[config.mk]
export PLATFORM = sky130hd
export DESIGN_NAME = mdio_phy_target
export DESIGN_NICKNAME = d
export VERILOG_FILES = /design/src/rtl/mdio_phy_pkg.sv /design/src/rtl/mdio_edge_sync.sv /design/src/rtl/mdio_frame_dec.sv /design/src/rtl/mdio_phy_regs.sv /design/src/rtl/mdio_phy_target.sv
export SDC_FILE = /design/constraint.sdc
export NUM_CORES = 1
export LEC_CHECK = 0
export CAP_MARGIN = 20
export CELL_PAD_IN_SITES_DETAIL_PLACEMENT = 1
export CELL_PAD_IN_SITES_GLOBAL_PLACEMENT = 2
export CORE_MARGIN = 2
export CORE_UTILIZATION = 25
export DETAILED_ROUTE_END_ITERATION = 8
export DONT_BUFFER_PORTS = 1
export PLACE_DENSITY = 0.45
export SLEW_MARGIN = 20
export SYNTH_ARGS = -nofsm -noshare
export SYNTH_HDL_FRONTEND = slang
export SYNTH_HIERARCHICAL = 1
export SYNTH_SLANG_ARGS = --single-unit
[constraint.sdc]
create_clock -name clk -period 3.25 [get_ports clk]
set_input_delay 0.65 -clock clk [delete_from_list [all_inputs] [get_ports clk]]
set_output_delay 0.65 -clock clk [all_outputs]
set_load 0.005 [all_outputs]
[src/rtl/mdio_phy_pkg.sv]
package mdio_phy_pkg;

  localparam int DW = 16;
  localparam int FW = 5;
  localparam int NREG = 1 << FW;

  localparam logic [1:0] OP_RD = 2'b10;

  localparam int REG_BMSR    = 1;
  localparam int REG_ADV     = 4;
  localparam int REG_PARTNER = 5;
  localparam int REG_DIAG    = 18;

  typedef enum logic [2:0] {
    ST_PRE,
    ST_START,
    ST_OPC,
    ST_PHYAD,
    ST_REGAD,
    ST_TA,
    ST_DATA
  } frame_st_e;

  function automatic logic [DW-1:0] reg_reset(input int idx);
    case (idx)
      0:       return 16'h3100;
      2:       return 16'h0300;
      3:       return 16'hE400;
      4:       return 16'h01E1;
      default: return '0;
    endcase
  endfunction

endpackage

[src/rtl/mdio_edge_sync.sv]
module mdio_edge_sync #(
  parameter int STAGES = 2
) (
  input  logic clk,
  input  logic rst_n,
  input  logic mdc_i,
  input  logic mdio_i,
  output logic mdc_s_o,
  output logic mdio_s_o,
  output logic rise_o,
  output logic fall_o
);

  logic [STAGES-1:0] mdc_ff_q, mdio_ff_q;
  logic              mdc_prev_q;

  always_ff @(posedge clk or negedge rst_n) begin
    if (!rst_n) begin
      mdc_ff_q   <= '0;
      mdio_ff_q  <= '0;
      mdc_prev_q <= 1'b0;
    end else begin
      mdc_ff_q   <= {mdc_ff_q[STAGES-2:0], mdc_i};
      mdio_ff_q  <= {mdio_ff_q[STAGES-2:0], mdio_i};
      mdc_prev_q <= mdc_ff_q[STAGES-1];
    end
  end

  assign mdc_s_o  = mdc_ff_q[STAGES-1];
  assign mdio_s_o = mdio_ff_q[STAGES-1];
  assign rise_o   = mdc_ff_q[STAGES-1] & ~mdc_prev_q;
  assign fall_o   = ~mdc_ff_q[STAGES-1] & mdc_prev_q;

endmodule

[src/rtl/mdio_frame_dec.sv]
module mdio_frame_dec
  import mdio_phy_pkg::*;
#(
  parameter int PRE_MIN = 32
) (
  input  logic          clk,
  input  logic          rst_n,
  input  logic          rise_i,
  input  logic          fall_i,
  input  logic          mdc_s_i,
  input  logic          mdio_s_i,
  input  logic [FW-1:0] phy_addr_i,
  input  logic [DW-1:0] rd_data_i,
  output logic [FW-1:0] reg_idx_o,
  output logic          wr_en_o,
  output logic [DW-1:0] wr_data_o,
  output logic          mdio_o,
  output logic          mdio_oe_o
);

  localparam int PCW = $clog2(PRE_MIN + 1);
  localparam int CW  = $clog2(DW + 1);

  frame_st_e     st_q, st_d;
  logic [CW-1:0] cnt_q, cnt_d;
  logic [PCW-1:0] pre_q, pre_d;
  logic [1:0]    opc_q, opc_d;
  logic [FW-1:0] phy_q, phy_d;
  logic [FW-1:0] reg_q, reg_d;
  logic [DW-1:0] sh_q, sh_d;
  logic          oe_q, oe_d;
  logic          out_q, out_d;
  logic          wr_q, wr_d;
  logic          ce;
  logic          last;
  logic          hit;
  int            field_len;

  assign ce  = rise_i | fall_i;
  assign hit = (phy_q == phy_addr_i);

  always_comb begin
    case (st_q)
      ST_OPC, ST_TA:     field_len = 2;
      ST_PHYAD, ST_REGAD: field_len = FW;
      ST_DATA:           field_len = DW;
      default:           field_len = 1;
    endcase
  end

  assign last = (cnt_q == CW'(field_len - 1));

  always_comb begin
    st_d  = st_q;
    cnt_d = cnt_q;
    pre_d = pre_q;
    opc_d = opc_q;
    phy_d = phy_q;
    reg_d = reg_q;
    sh_d  = sh_q;
    oe_d  = oe_q;
    out_d = out_q;
    wr_d  = 1'b0;
    if (rise_i) begin
      case (st_q)
        ST_PRE: begin
          if (mdio_s_i) begin
            if (pre_q < PCW'(PRE_MIN)) pre_d = pre_q + 1'b1;
          end else begin
            pre_d = '0;
            if (pre_q >= PCW'(PRE_MIN)) st_d = ST_START;
          end
        end
        ST_START: begin
          st_d  = ST_OPC;
          cnt_d = '0;
        end
        ST_OPC: begin
          opc_d = {opc_q[0], mdio_s_i};
          cnt_d = last ? '0 : cnt_q + 1'b1;
          if (last) st_d = ST_PHYAD;
        end
        ST_PHYAD: begin
          phy_d = {phy_q[FW-2:0], mdio_s_i};
          cnt_d = last ? '0 : cnt_q + 1'b1;
          if (last) st_d = ST_REGAD;
        end
        ST_REGAD: begin
          reg_d = {reg_q[FW-2:0], mdio_s_i};
          cnt_d = last ? '0 : cnt_q + 1'b1;
          if (last) st_d = ST_TA;
        end
        ST_TA: begin
          cnt_d = last ? '0 : cnt_q + 1'b1;
          if (last) begin
            st_d = ST_DATA;
            sh_d = '0;
            if (opc_q == OP_RD && hit) begin
              oe_d = 1'b1;
              sh_d = rd_data_i;
            end
          end
        end
        ST_DATA: begin
          if (!oe_q) sh_d = {sh_q[DW-2:0], mdio_s_i};
          cnt_d = last ? '0 : cnt_q + 1'b1;
          if (last) begin
            st_d  = ST_PRE;
            pre_d = '0;
            oe_d  = 1'b0;
            out_d = 1'b1;
            if (opc_q != OP_RD && hit) wr_d = 1'b1;
          end
        end
        default: st_d = ST_PRE;
      endcase
    end else if (fall_i && st_q == ST_DATA && oe_q) begin
      out_d = sh_q[DW-1];
      sh_d  = {sh_q[DW-2:0], 1'b0};
    end
  end

  always_ff @(posedge clk or negedge rst_n) begin
    if (!rst_n) begin
      st_q  <= ST_PRE;
      cnt_q <= '0;
      pre_q <= '0;
      opc_q <= '0;
      phy_q <= '0;
      reg_q <= '0;
      sh_q  <= '0;
      oe_q  <= 1'b0;
      out_q <= 1'b1;
    end else if (ce) begin
      st_q  <= st_d;
      cnt_q <= cnt_d;
      pre_q <= pre_d;
      opc_q <= opc_d;
      phy_q <= phy_d;
      reg_q <= reg_d;
      sh_q  <= sh_d;
      oe_q  <= oe_d;
      out_q <= out_d;
    end
  end

  always_ff @(posedge clk or negedge rst_n) begin
    if (!rst_n) wr_q <= 1'b0;
    else        wr_q <= wr_d;
  end

  assign reg_idx_o = reg_q;
  assign wr_en_o   = wr_q;
  assign wr_data_o = sh_q;
  assign mdio_o    = out_q;
  assign mdio_oe_o = oe_q;

  // leaving the preamble needs a full run of ones
  p_start_gate_r2: assert property (@(posedge clk) disable iff (!rst_n)
    (st_q == ST_START && $past(st_q) == ST_PRE) |-> $past(pre_q) >= PCW'(PRE_MIN));

  // the drive window lies inside the data field
  p_oe_in_data_r4: assert property (@(posedge clk) disable iff (!rst_n)
    oe_q |-> st_q == ST_DATA);

  // driven bits move only while the clock is low
  p_out_moves_low_r4: assert property (@(posedge clk) disable iff (!rst_n)
    (oe_q && $past(oe_q) && !$stable(out_q)) |-> !mdc_s_i);

  // drive released right after the last data rise
  p_oe_drop_r4: assert property (@(posedge clk) disable iff (!rst_n)
    (rise_i && oe_q && st_q == ST_DATA && cnt_q == CW'(DW - 1)) |=> !oe_q);

  // an undriven output sits at the released level
  p_release_high_r6: assert property (@(posedge clk) disable iff (!rst_n)
    !oe_q |-> out_q);

endmodule

[src/rtl/mdio_phy_regs.sv]
module mdio_phy_regs
  import mdio_phy_pkg::*;
(
  input  logic          clk,
  input  logic          rst_n,
  input  logic          link_up_i,
  input  logic          wr_en_i,
  input  logic [FW-1:0] idx_i,
  input  logic [DW-1:0] wr_data_i,
  output logic [DW-1:0] rd_data_o
);

  logic [DW-1:0] mem_q [NREG];
  logic          link_q;
  logic [DW-1:0] adv;

  always_ff @(posedge clk or negedge rst_n) begin
    if (!rst_n) link_q <= 1'b1;
    else        link_q <= link_up_i;
  end

  for (genvar g = 0; g < NREG; g++) begin : g_reg
    always_ff @(posedge clk or negedge rst_n) begin
      if (!rst_n)                                mem_q[g] <= reg_reset(g);
      else if (wr_en_i && idx_i == FW'(g))       mem_q[g] <= wr_data_i;
    end
  end

  assign adv = mem_q[REG_ADV];

  always_comb begin
    if (idx_i == FW'(REG_BMSR)) begin
      rd_data_o = link_q ? 16'h782C : '0;
    end else if (idx_i == FW'(REG_PARTNER)) begin
      rd_data_o = 16'h4001 | (adv & 16'h01E0);
    end else if (idx_i == FW'(REG_DIAG)) begin
      rd_data_o = '0;
      if (link_q) begin
        rd_data_o[10] = adv[7] | adv[8];
        rd_data_o[11] = adv[8] | adv[6];
      end
    end else begin
      rd_data_o = mem_q[idx_i];
    end
  end

  // a write pulse lands in the addressed register
  p_write_lands_r5: assert property (@(posedge clk) disable iff (!rst_n)
    $past(wr_en_i) |-> mem_q[$past(idx_i)] == $past(wr_data_i));

endmodule

[src/rtl/mdio_phy_target.sv]
module mdio_phy_target
  import mdio_phy_pkg::*;
#(
  parameter int SYNC_STAGES = 2,
  parameter int PRE_MIN     = 32
) (
  input  logic          clk,
  input  logic          rst_n,
  input  logic          mdc_i,
  input  logic          mdio_i,
  input  logic          link_up_i,
  input  logic [FW-1:0] phy_addr_i,
  output logic          mdio_o,
  output logic          mdio_oe_o
);

  logic          mdc_s, mdio_s, rise, fall;
  logic [FW-1:0] reg_idx;
  logic          wr_en;
  logic [DW-1:0] wr_data, rd_data;

  mdio_edge_sync #(.STAGES(SYNC_STAGES)) u_sync (
    .clk      (clk),
    .rst_n    (rst_n),
    .mdc_i    (mdc_i),
    .mdio_i   (mdio_i),
    .mdc_s_o  (mdc_s),
    .mdio_s_o (mdio_s),
    .rise_o   (rise),
    .fall_o   (fall)
  );

  mdio_frame_dec #(.PRE_MIN(PRE_MIN)) u_dec (
    .clk        (clk),
    .rst_n      (rst_n),
    .rise_i     (rise),
    .fall_i     (fall),
    .mdc_s_i    (mdc_s),
    .mdio_s_i   (mdio_s),
    .phy_addr_i (phy_addr_i),
    .rd_data_i  (rd_data),
    .reg_idx_o  (reg_idx),
    .wr_en_o    (wr_en),
    .wr_data_o  (wr_data),
    .mdio_o     (mdio_o),
    .mdio_oe_o  (mdio_oe_o)
  );

  mdio_phy_regs u_regs (
    .clk       (clk),
    .rst_n     (rst_n),
    .link_up_i (link_up_i),
    .wr_en_i   (wr_en),
    .idx_i     (reg_idx),
    .wr_data_i (wr_data),
    .rd_data_o (rd_data)
  );

endmodule

==> impl_results.md, run 1 <==
* Max rail drop VDD at 312.7 uV
* Final number of setup-violating endpoints at 0
* Synth cell count leaders: 538 x dfrtp_1, 529 x mux2_2, 96 x mux2i_1
* Distinct cell type count after synthesis at 76
* Setup Crit Path Kind: flop to flop
* Register area at 13,900 um^2
* Synth top area share at 51.46%
* Fin Clk Skew at 27.27 ps
* CTS Root Cell: clkbuf_16
* Ports at 12
* Share of layout cells above drive strength 1 at 48.33%
* Die H at 327.5 um
* Total CTS buffers at 71
* Worst r2r path cells at 9
* Clock Tree Buf Depth at 3
* Post-synth EDFFs at 0
* Iter 0 DRT Violations at 879
* Placeable Area at 103,600 um^2
* Nets@finish at between 1,500 and 2,000
* Cell with the most instances after synthesis: dfrtp_1
* Synthesized area at 26,160 um^2
* Overflow after GRT at 0
* Post-Syn Area per Cell at approximately 15 um^2
* CP Launch Type: flop
* Ys flop type: dfrtp_1
* Global-route wire length before repair at 129,000 um
* Slew Limit Fails at 0
* RSZ-0062 raised after global routing: false
* Starting Density at 25.24%
* H-tree levels at 3
* Residual DRC at 0
* CTS tree: built
* Crit path max fanout at 19
* CP required at 3760 ps
* Wirelength per Cell at 26.64 um
* Port Buf Inserts at 0
* Synthesized flop and latch total at 554
* Cell count after synthesis at 1,801
* Run status: completed
* Worst EP arrival at 3630 ps
* Minimum clock period at 3119 ps
* DP Wirelength at roughly 57,000 um
* CP Capture Type: flop
* MaxCap Viol Count at 0
* Clk pin slew, worst setup/hold paths at 60 ps
* Multi-input gate area at approximately 11,000 um^2
* Die width at 327.5 um
* Worst skew pair latency at 630 ps
* Site Rows at 118
* Final worst-path cycle share at 95.96%
* Setup bufs post-CTS at 0
* Routed Antenna Nets at 0
* Cell Pwr Density at about 490 nW/um^2
* Die ar. at about 110,000 um^2
* Largest net degree at the start of global routing at 555
* CTS Sinks at 554
* Vias in the first global route at 17,490
* Slew headroom at between 30% and 40%
* # fillers at 10,920
* Routability cong. at about 0.76
* Final Hold Fails at 0
* Net count after synthesis at 1,816
* Worst-margin pin slew at ~1000 ps
* Vias per inst at 4.843
* FFs w/ async S/R, synth at 100.0%
* Fmax at between 300 and 400 MHz
* Initial antenna violation count at 3
* Worst hold path type: primary input to async pin
* Routed WL at 87,860 um
* Total GRT Usage at 16.57%
* Ys Warns at 6
* Via count at 15,970
* Synth top area cells: dfrtp_1 51%, mux2_2 23%, mux4_2 7.0%
* Post-synthesis sequential area ratio at 53.07%
* Largest area contributor in the netlist: dfrtp_1
* Pwr Total at 14.94 mW
* P_leak at 13.85 nW
* Post-synthesis to final-layout area growth at 16.76%
* Total iterations of the first detailed-routing run at 5
* Core Util, Final at 29.47%
* Antenna Cells at 0
-- metrics by stage --
step | std cells | worst slack, ps | TNS (ps) | hold WS [ps] | cell area [um^2]
floorplan | 1801 | 427.6 | 0 | 331.2 | 26160
global placement | 3165 | -68.79 | -68.79 | 334.8 | 28180
detailed placement | 3165 | -0.04197 | -0.04197 | 337.2 | 28180
CTS | 3293 | 12.36 | 0 | -313.4 | 30420
global route | 3298 | 11.89 | 0 | 27.78 | 30550
finish | 3298 | 131.4 | 0 | 36.05 | 30550
-- sequential cells by signal (all words and copies together), names as in the netlist, 2 cells and up --
name              count
u_dec/cnt_q           5
u_dec/opc_q           2
u_dec/phy_q           5
u_dec/pre_q           6
u_dec/reg_idx_o       5
u_dec/st_q            3
u_dec/wr_data_o      16
u_regs/adv           16
u_regs/mem_q        487
u_sync/mdc_ff_q       2
u_sync/mdio_ff_q      2
-- path summary, 6_finish.rpt --
path,slack (ps),startpoint,end
min in group clk,70,mdio_i,u_sync/mdio_ff_q[0]$_DFF_PN0_
max in group asynchronous,1290,rst_n,u_regs/mem_q[342]$_DFFE_PN0P_
max,130,u_dec/reg_idx_o[0]$_DFFE_PN0P_,u_dec/wr_data_o[11]$_DFFE_PN0P_
max reg2reg,130,u_dec/reg_idx_o[0]$_DFFE_PN0P_,u_dec/wr_data_o[11]$_DFFE_PN0P_
min reg2reg,350,u_sync/mdio_ff_q[0]$_DFF_PN0_,u_sync/mdio_ff_q[1]$_DFF_PN0_
min,40,rst_n,u_dec/phy_q[4]$_DFFE_PN0P_
-- layout by cell type, fill, tap and decap left out, types with 12 or more instances in the layout --
| master | synthesis | final |
|---|---|---|
| o21ai_0 | 17 | 17 |
| dfrtp_1 | 538 | 531 |
| mux2i_1 | 96 | 95 |
| nor2_1 | 23 | 23 |
| clkbuf_16 | 0 | 73 |
| nand2b_1 | 15 | 15 |
| nand3_1 | 18 | 18 |
| mux2_2 | 529 | 529 |
| clkinv_2 | 0 | 12 |
| mux4_2 | 81 | 81 |
| nor2_2 | 12 | 12 |
| dfstp_2 | 16 | 16 |
| a31oi_1 | 12 | 12 |
| clkbuf_8 | 0 | 16 |
| nor3_1 | 12 | 12 |
| clkbuf_1 | 65 | 20 |
| a22oi_1 | 22 | 22 |
| nand2_1 | 41 | 41 |
| a21oi_1 | 27 | 27 |
| buf_4 | 18 | 123 |
| a22o_1 | 26 | 26 |
-- area by class of cell --
cell class,count,share of cell area [%]
clock buffer,109,6.947
clock inverter,18,0.3646
multi-input combinational,1087,37.30
timing repair buffer,139,4.104
inverter,11,0.1352
sequential,554,45.50
tap,1380,5.653
-- routing by layer --
layer / GRT usage (%) / share of wire, % / vias to the layer above
li1: - / - / 6831
met1: 23.04 / 47 / 8803
met2: 26.18 / 46 / 215
met3: 2.561 / 3.0 / 123
met4: 5.744 / 3.1 / 0
met5: 0 / 0 / -
-- power by group --
group	leakage [nW]	total (mW)	internal, mW	switching, mW
combinational	5.09	0.367	0.104	0.263
sequential	7.66	6.95	6.93	0.0235
clock	1.11	7.62	4.49	3.12
total	13.8	14.9	11.5	3.41
-- critical path, stage by stage, from the launching register on --
cell	delay, ps
dfrtp_4	580
buf_12	230
buf_12	210
mux4_2	570
mux2i_2	280
o31ai_1	190
a31oi_1	350
a21oi_1	90
a22o_1	210
mux2_4	260
-- timing repair --
item,in CTS,in global routing
endpoints found under the hold margin,540,1
resized for setup,0,1
hold buffers,1,1
setup endpoints to repair,0,1
-- logic make-up after synthesis --
logic type,after synthesis,synth area share [%]
AO/OA/AOI/OAI,176,4.945
AND/OR/NAND/NOR,175,3.774
XOR/XNOR,9,0.3013
adder cells (fa/ha/maj),6,0.2774
buffers and inverters,160,3.429
multiplexers,721,34.21
flip-flops,554,53.07
(Power assumes the default switching activity.)
==> run 2: changes to the inputs <==
- CORE_ASPECT_RATIO: unset -> 0.5
- GPL_TIMING_DRIVEN: unset -> 0
- PLACE_DENSITY: 0.45 -> unset
- PLACE_DENSITY_LB_ADDON: unset -> 0.25
==> run 2 against run 1 <==
  * The flow now finishes with violations (negative hold slack, max-slew violations)
  * Sequential share of layout area grew 0.85 points
  * Die area is 0.15% higher
  * Worst hold slack worse by 270 ps
  * Sequential power is essentially flat
  * Clock skew rose by 5.5 ps
  * Non-clock buffer count grew 15
  * Wire length up 5.6%
  * Worst setup slack worse by 81 ps
==> impl_results.md, run 2 (same netlist as run 1, synthesis figures left out) <==
* Run status: complete, but fails checks
* Failing checks: negative hold slack, max-slew violations
* Via count at 16,180 (+1.3%)
* Minimum clock period at 3200 ps (+81.47 ps)
* Final worst-path cycle share at 98.46% (+2.5 points)
* Cell Pwr Density at 466.8 nW/um^2 (-4.5%)
* Share of layout cells above drive strength 1 at 45.67% (-2.7 points)
* Worst EP arrival at 3730 ps (+100 ps)
* Residual DRC at 0 (unchanged)
* Worst r2r path cells at 7 (-2)
* Wirelength per Cell at 27.97 um (+5.0%)
* CP bufs+invs at 2 (unchanged)
* CTS tree: built
* RSZ-0062 raised after global routing: false
* Clock Tree Buf Depth at 3 (unchanged)
* Reg with most FFs: u_regs/mem_q
* CP Launch Type: flop
* MaxCap Viol Count at 0 (unchanged)
* Most common cell after layout, fill and taps aside: dfrtp_1
* Die width at 461.5 um (+41%)
* Fmax at 312.5 MHz (-2.5%)
* Setup WS pre-CTS at -603.0 ps (-603.0 ps)
* Iter 0 DRT Violations at 1,076 (+22%)
* Clk pin slew, worst setup/hold paths at 60 ps (about the same)
* Port Buf Inserts at 0 (unchanged)
* Final Hold Fails at 186 (+186)
* Worst r2r src: u_dec/reg_idx_o[3]$_DFFE_PN0P_
* CP max stage cell: nor2_2
* CP required at 3780 ps (+20 ps)
* Antenna Cells at 0 (unchanged)
* CTS Root Cell: clkbuf_16
* Placeable Area at 103,100 um^2 (-0.50%)
* Nets@finish at 1,882 (+0.16%)
* Worst skew pair latency at 660 ps (+30 ps)
* Vias per inst at 4.875 (+0.66%)
* DP Wirelength at 62,830 um (+10%)
* Ports at 12 (unchanged)
* Crit path max fanout at 10 (-9)
* Multi-input gate area at 11,420 um^2 (+0.23%)
* Die H at 232.7 um (-29%)
* Post-CTS Hold Buffers at 3 (+2)
* Largest net degree at the start of global routing at 555 (unchanged)
* P_leak at 13.51 nW (-2.4%)
* Max rail drop VDD at 410.8 uV (+31%)
* Hold slack at -235.5 ps (-271.5 ps)
* Routed WL at 92,800 um (+5.6%)
* Cells along the critical path: buf_2 -> clkinv_1 -> nor2_2 -> a31oi_1 -> and3_1 -> a22o_1 -> mux2_4
* Max FFs per register at 487 (unchanged)
* Die ar. at 107,400 um^2 (+0.15%)
* Core Util, Final at 29.05% (-0.42 points)
* Crit path largest cell delay at 650 ps (+70 ps)
* Cell Count, Final, Fillers Out at 3,318 (+0.61%)
* Total CTS buffers at 59 (-17%)
* CP Capture Type: flop
* # fillers at 10,910 (-0.037%)
* Worst hold path type: primary input to async pin
* H-tree levels at 2 (-1)
* Worst-margin pin slew at 3361 ps (+2355 ps)
* Top cell family by delay on the critical path: buffers and inverters
* Reg2reg end: u_dec/wr_data_o[4]$_DFFE_PN0P_
* Global-route wire length before repair at 132,900 um (+3.0%)
* Most frequent cells in the layout: 538 x dfrtp_1, 529 x mux2_2, 96 x mux2i_1, 81 x mux4_2, 70 x clkbuf_1
* Final number of setup-violating endpoints at 0 (unchanged)
* Placed Cells at 3,203 (+1.2%)
* Slew Limit Fails at 358 (+358)
* Routability cong. at 0.8225 (+8.0%)
* Initial antenna violation count at 4 (+1)
* R2r setup slk at 50 ps (-80 ps)
* Routed Antenna Nets at 0 (unchanged)
* Final setup TNS at 0 ps (unchanged)
* Register area at 13,880 um^2 (about the same)
* Overflow after GRT at 0 (unchanged)
* Slew headroom at -124.1% (-160 points)
* Final WS setup at 49.90 ps (-81.47 ps)
* Vias in the first global route at 17,620 (+0.71%)
* Site Rows at 83 (-30%)
* Starting Density at 25.37% (+0.13 points)
* Setup Crit Path Kind: flop to flop
* Post-synthesis to final-layout area growth at 14.51%
* CTS Sinks at 554 (unchanged)
* Total iterations of the first detailed-routing run at 5 (unchanged)
* Fin Clk Skew at 32.76 ps (+5.486 ps)
* Total GRT Usage at 17.51% (+0.94 points)
-- run 2: changes by cell type in the layout (fill, tap and decap cells not counted), moves of 10 or more --
cell and delta:
clkbuf_1 +50, buf_12 -10, clkbuf_2 +11, buf_2 +41
buf_6 +14, buf_4 -100, clkbuf_16 -14
-- run 2: worst max-delay path by stage --
stage	startpoint	endpoint	slack, ps	cells past startpoint
final	u_dec/reg_idx_o[3]$_DFFE_PN0P_	u_dec/wr_data_o[4]$_DFFE_PN0P_	50	7
after global routing	u_dec/reg_idx_o[0]$_DFFE_PN0P_	u_dec/wr_data_o[2]$_DFFE_PN0P_	20	10
after CTS	u_dec/reg_idx_o[2]$_DFFE_PN0P_	u_dec/wr_data_o[13]$_DFFE_PN0P_	40	8
after detailed placement	u_dec/reg_idx_o[3]$_DFFE_PN0P_	u_dec/wr_data_o[9]$_DFFE_PN0P_	-600	8
after global placement	u_dec/reg_idx_o[4]$_DFFE_PN0P_	u_dec/wr_data_o[12]$_DFFE_PN0P_	-750	8
after floorplan	u_dec/st_q[1]$_DFFE_PN0P_	u_dec/wr_data_o[10]$_DFFE_PN0P_	430	12
-- run 2: per-stage QoR --
| step | power [mW] | cell area (um^2) |
|---|---|---|
| after global routing | 14.52 | 29960 |
| final | 13.98 | 29960 |
| after detailed placement | 7.288 | 27930 |
| after global placement | 7.289 | 27920 |
| after CTS | 14.20 | 29920 |
| after floorplan | 7.228 | 26160 |
-- run 2: area by class of cell --
| cell class | instances | share of cell area, % |
|---|---|---|
| Buffer | 147 | 2.911 |
| Clock buffer | 92 | 5.910 |
| Clock inverter | 18 | 0.5179 |
| Inverter | 11 | 0.1378 |
| Multi-Input combinational cell | 1087 | 38.12 |
| Sequential cell | 554 | 46.35 |
| Tap cell | 1402 | 5.856 |
| Timing Repair Buffer | 7 | 0.2005 |
-- run 2: where the power goes --
part | switching (mW) | total (mW) | internal (mW) | leakage, nW
Combinational | 0.132 | 0.223 | 0.0910 | 4.89
Clock | 2.99 | 6.81 | 3.82 | 0.960
Sequential | 0.0226 | 6.95 | 6.92 | 7.67
Total | 3.15 | 14.0 | 10.8 | 13.5
-- run 2: worst register-to-register path, cell delays in order (launching register included) --
cell	delay (ps)
dfrtp_1	460
buf_2	460
clkinv_1	630
nor2_2	660
a31oi_1	210
and3_1	240
a22o_1	190
mux2_4	260
-- run 2: routing by layer --
layer | vias to the layer above | GRT usage [%] | share of wire, %
met5 | - | 0 | 0
met4 | 0 | 4.826 | 2.4
met3 | 115 | 2.857 | 5.0
met2 | 308 | 28.23 | 46
met1 | 8928 | 24.25 | 46
li1 | 6824 | - | -
-- run 2: what timing repair did --
action | CTS | global route
gates resized for setup | 14 | 6
setup endpoints to repair | 22 | 12
gates cloned | 0 | 0
setup buffers | 0 | 4
hold endpoints to repair | 541 | 538
==> run 3: changes to the inputs <==
- CORE_MARGIN: 2 -> unset
- RECOVER_POWER: unset -> 50
==> run 3 against run 2 <==
  * The flow finishes with violations (negative hold slack, max-slew violations, negative setup slack)
  * Sequential cell count unchanged
  * Worst hold slack improved by 46 ps
  * Power grew 3.7%
  * Critical path depth unchanged
  * Critical path type unchanged
  * Critical endpoint unchanged
  * Largest cell class unchanged
  * Largest power group is now the clock network
==> impl_results.md, run 3 (same netlist as run 1, synthesis figures left out) <==
* Iter 0 DRT Violations at 976 (-9.3%)
* Worst-margin pin slew at 2224 ps (-1137 ps)
* Reg2reg end: u_dec/wr_data_o[4]$_DFFE_PN0P_
* Cell Count, Final, Fillers Out at 3,324 (+0.18%)
* H-tree levels at 2 (unchanged)
* Slew headroom at -48.28% (+76 points)
* Clock power frac at 50.5% (+1.8 points)
* Register area at 13,880 um^2 (about the same)
* Reg with most FFs: u_regs/mem_q
* Die H at 230.7 um (-0.86%)
* Reg power frac at 47.9% (-1.8 points)
* Nets@finish at 1,884 (+0.11%)
* Failing checks: negative hold slack, max-slew violations, negative setup slack
* Final WS setup at -21.72 ps (-71.61 ps)
* Setup WS pre-CTS at -486.1 ps (+116.9 ps)
* Max FFs per register at 487 (unchanged)
* Die ar. at 106,000 um^2 (-1.3%)
* Residual DRC at 0 (unchanged)
* Worst hold path type: primary input to async pin
* Total GRT Usage at 17.87% (+0.37 points)
* CP Launch Type: flop
* CTS Sinks at 554 (unchanged)
* Total iterations of the first detailed-routing run at 5 (unchanged)
* CTS Root Cell: clkbuf_16
* Site Rows at 83 (unchanged)
* Setup Crit Path Kind: flop to flop
* P_leak at 13.59 nW (+0.55%)
* Overflow after GRT at 0 (unchanged)
* Vias in the first global route at 17,850 (+1.3%)
* Most common cell after layout, fill and taps aside: dfrtp_1
* MaxCap Viol Count at 0 (unchanged)
* # fillers at 10,880 (-0.27%)
* Part of the power in combinational logic at 1.5% (about the same)
* Final worst-path cycle share at 100.7% (+2.2 points)
* Via count at 16,170 (-0.043%)
* Routed WL at 93,580 um (+0.85%)
* R2r setup slk at -20 ps (-70 ps)
* Fin Clk Skew at 34.49 ps (+1.732 ps)
* Final setup TNS at -21.72 ps (-21.72 ps)
* Clk pin slew, worst setup/hold paths at 70 ps (about the same)
* Routability cong. at 0.8030 (-2.4%)
* CP required at 3760 ps (-20 ps)
* Largest net degree at the start of global routing at 555 (unchanged)
* Worst r2r src: u_dec/reg_idx_o[3]$_DFFE_PN0P_
* Starting Density at 25.37% (unchanged)
* DP Wirelength at 63,570 um (+1.2%)
* Global-route wire length before repair at 135,200 um (+1.7%)
* Port Buf Inserts at 0 (unchanged)
* Hold slack at -189.0 ps (+46.47 ps)
* Wirelength per Cell at 28.15 um (+0.66%)
* Placed Cells at 3,203 (unchanged)
* Clock Tree Buf Depth at 3 (unchanged)
* Final Hold Fails at 151 (-19%)
* Initial antenna violation count at 1 (-3)
* Final number of setup-violating endpoints at 1 (+1)
* Switch Pwr at 3.225 mW (+2.4%)
* Ports at 12 (unchanged)
* Slew Limit Fails at 264 (-26%)
* Net Sw Frac at 22.25% (-0.27 points)
* Post-route cell area at 30,140 um^2 (+0.61%)
* Most frequent cells in the layout: 537 x dfrtp_1, 529 x mux2_2, 95 x mux2i_1, 81 x mux4_2, 68 x clkbuf_1
* Run status: complete, but fails checks
* Area after DPL at 27,930 um^2 (unchanged)
* Routed Antenna Nets at 0 (unchanged)
* Share of layout cells above drive strength 1 at 46.07% (+0.40 points)
* Vias per inst at 4.864 (-0.22%)
* RSZ-0062 raised after global routing: false
* CP Capture Type: flop
* Cell Pwr Density at 480.9 nW/um^2 (+3.0%)
* P_int at 11.27 mW (+4.0%)
* CTS tree: built
* Crit path max fanout at 10 (unchanged)
* Post-CTS Hold Buffers at 3 (unchanged)
* Post-synthesis to final-layout area growth at 15.20%
* Placeable Area at 103,100 um^2 (unchanged)
* Multi-input gate area at 11,430 um^2 (+0.12%)
* Max rail drop VDD at 383.8 uV (-6.6%)
* Minimum clock period at 3272 ps (+71.61 ps)
* Fmax at 305.7 MHz (-2.2%)
* Worst EP arrival at 3780 ps (+50 ps)
* Die width at 459.5 um (-0.43%)
* Total CTS buffers at 60 (+1.7%)
* Worst r2r path cells at 7 (unchanged)
* Worst skew pair latency at 650 ps (about the same)
## run 3: power by group through the flow
| stage | combinational (mW) | clock (mW) | sequential (mW) |
|---|---|---|---|
| after global routing | 0.251 | 7.82 | 6.94 |
| after detailed placement | 0.217 | 0 | 7.07 |
| final | 0.224 | 7.33 | 6.94 |
| after CTS | 0.224 | 7.55 | 6.94 |
| after global placement | 0.217 | 0 | 7.07 |
| after floorplan | 0.164 | 0 | 7.06 |
## run 3: final cells by class
class	count	area share, %
buffer	148	2.952
antenna	1	0.008303
timing repair buffer	7	0.1993
tap	1402	5.820
sequential	554	46.07
inverter	11	0.1370
multi-input combinational	1087	37.94
clock inverter	21	0.8178
clock buffer	93	6.061
## run 3: worst max path at each step
stage / startpoint / endpoint / slack, ps
after floorplan: u_dec/st_q[1]$_DFFE_PN0P_ / u_dec/wr_data_o[10]$_DFFE_PN0P_ / 430
after global placement: u_dec/reg_idx_o[4]$_DFFE_PN0P_ / u_dec/wr_data_o[12]$_DFFE_PN0P_ / -670
after detailed placement: u_dec/reg_idx_o[3]$_DFFE_PN0P_ / u_dec/wr_data_o[9]$_DFFE_PN0P_ / -490
after CTS: u_dec/st_q[1]$_DFFE_PN0P_ / u_dec/wr_data_o[4]$_DFFE_PN0P_ / 10
after global routing: u_dec/reg_idx_o[2]$_DFFE_PN0P_ / u_dec/wr_data_o[13]$_DFFE_PN0P_ / 2
final: u_dec/reg_idx_o[3]$_DFFE_PN0P_ / u_dec/wr_data_o[4]$_DFFE_PN0P_ / -20
## run 3: metrics by stage
stage	total power [mW]	util, %
6_report	14.49	29.23
3_3_place_gp	7.288	27.07
2_1_floorplan	7.228	-
3_5_place_dp	7.288	27.08
4_1_cts	14.71	29.16
5_1_grt	15.01	29.22
## run 3: repair_timing
action	4_1_cts	5_1_grt
setup buffers	0	4
gates resized for setup	16	12
hold endpoints to repair	541	538
endpoints found under the setup margin	23	18
## run 3: layer usage
layer	global-route usage, %	part of all wire (%)
met2	28.61	46
met1	25.08	47
met4	4.944	2.6
met3	2.611	3.8
met5	0	0
## run 3: critical path: stages, from the launching register on
cell and delay, ps:
dfrtp_1 470, buf_2 440, clkinv_1 580, nor2_2 680, a31oi_1 240, and3_1 250
a22o_1 200, mux2_4 260
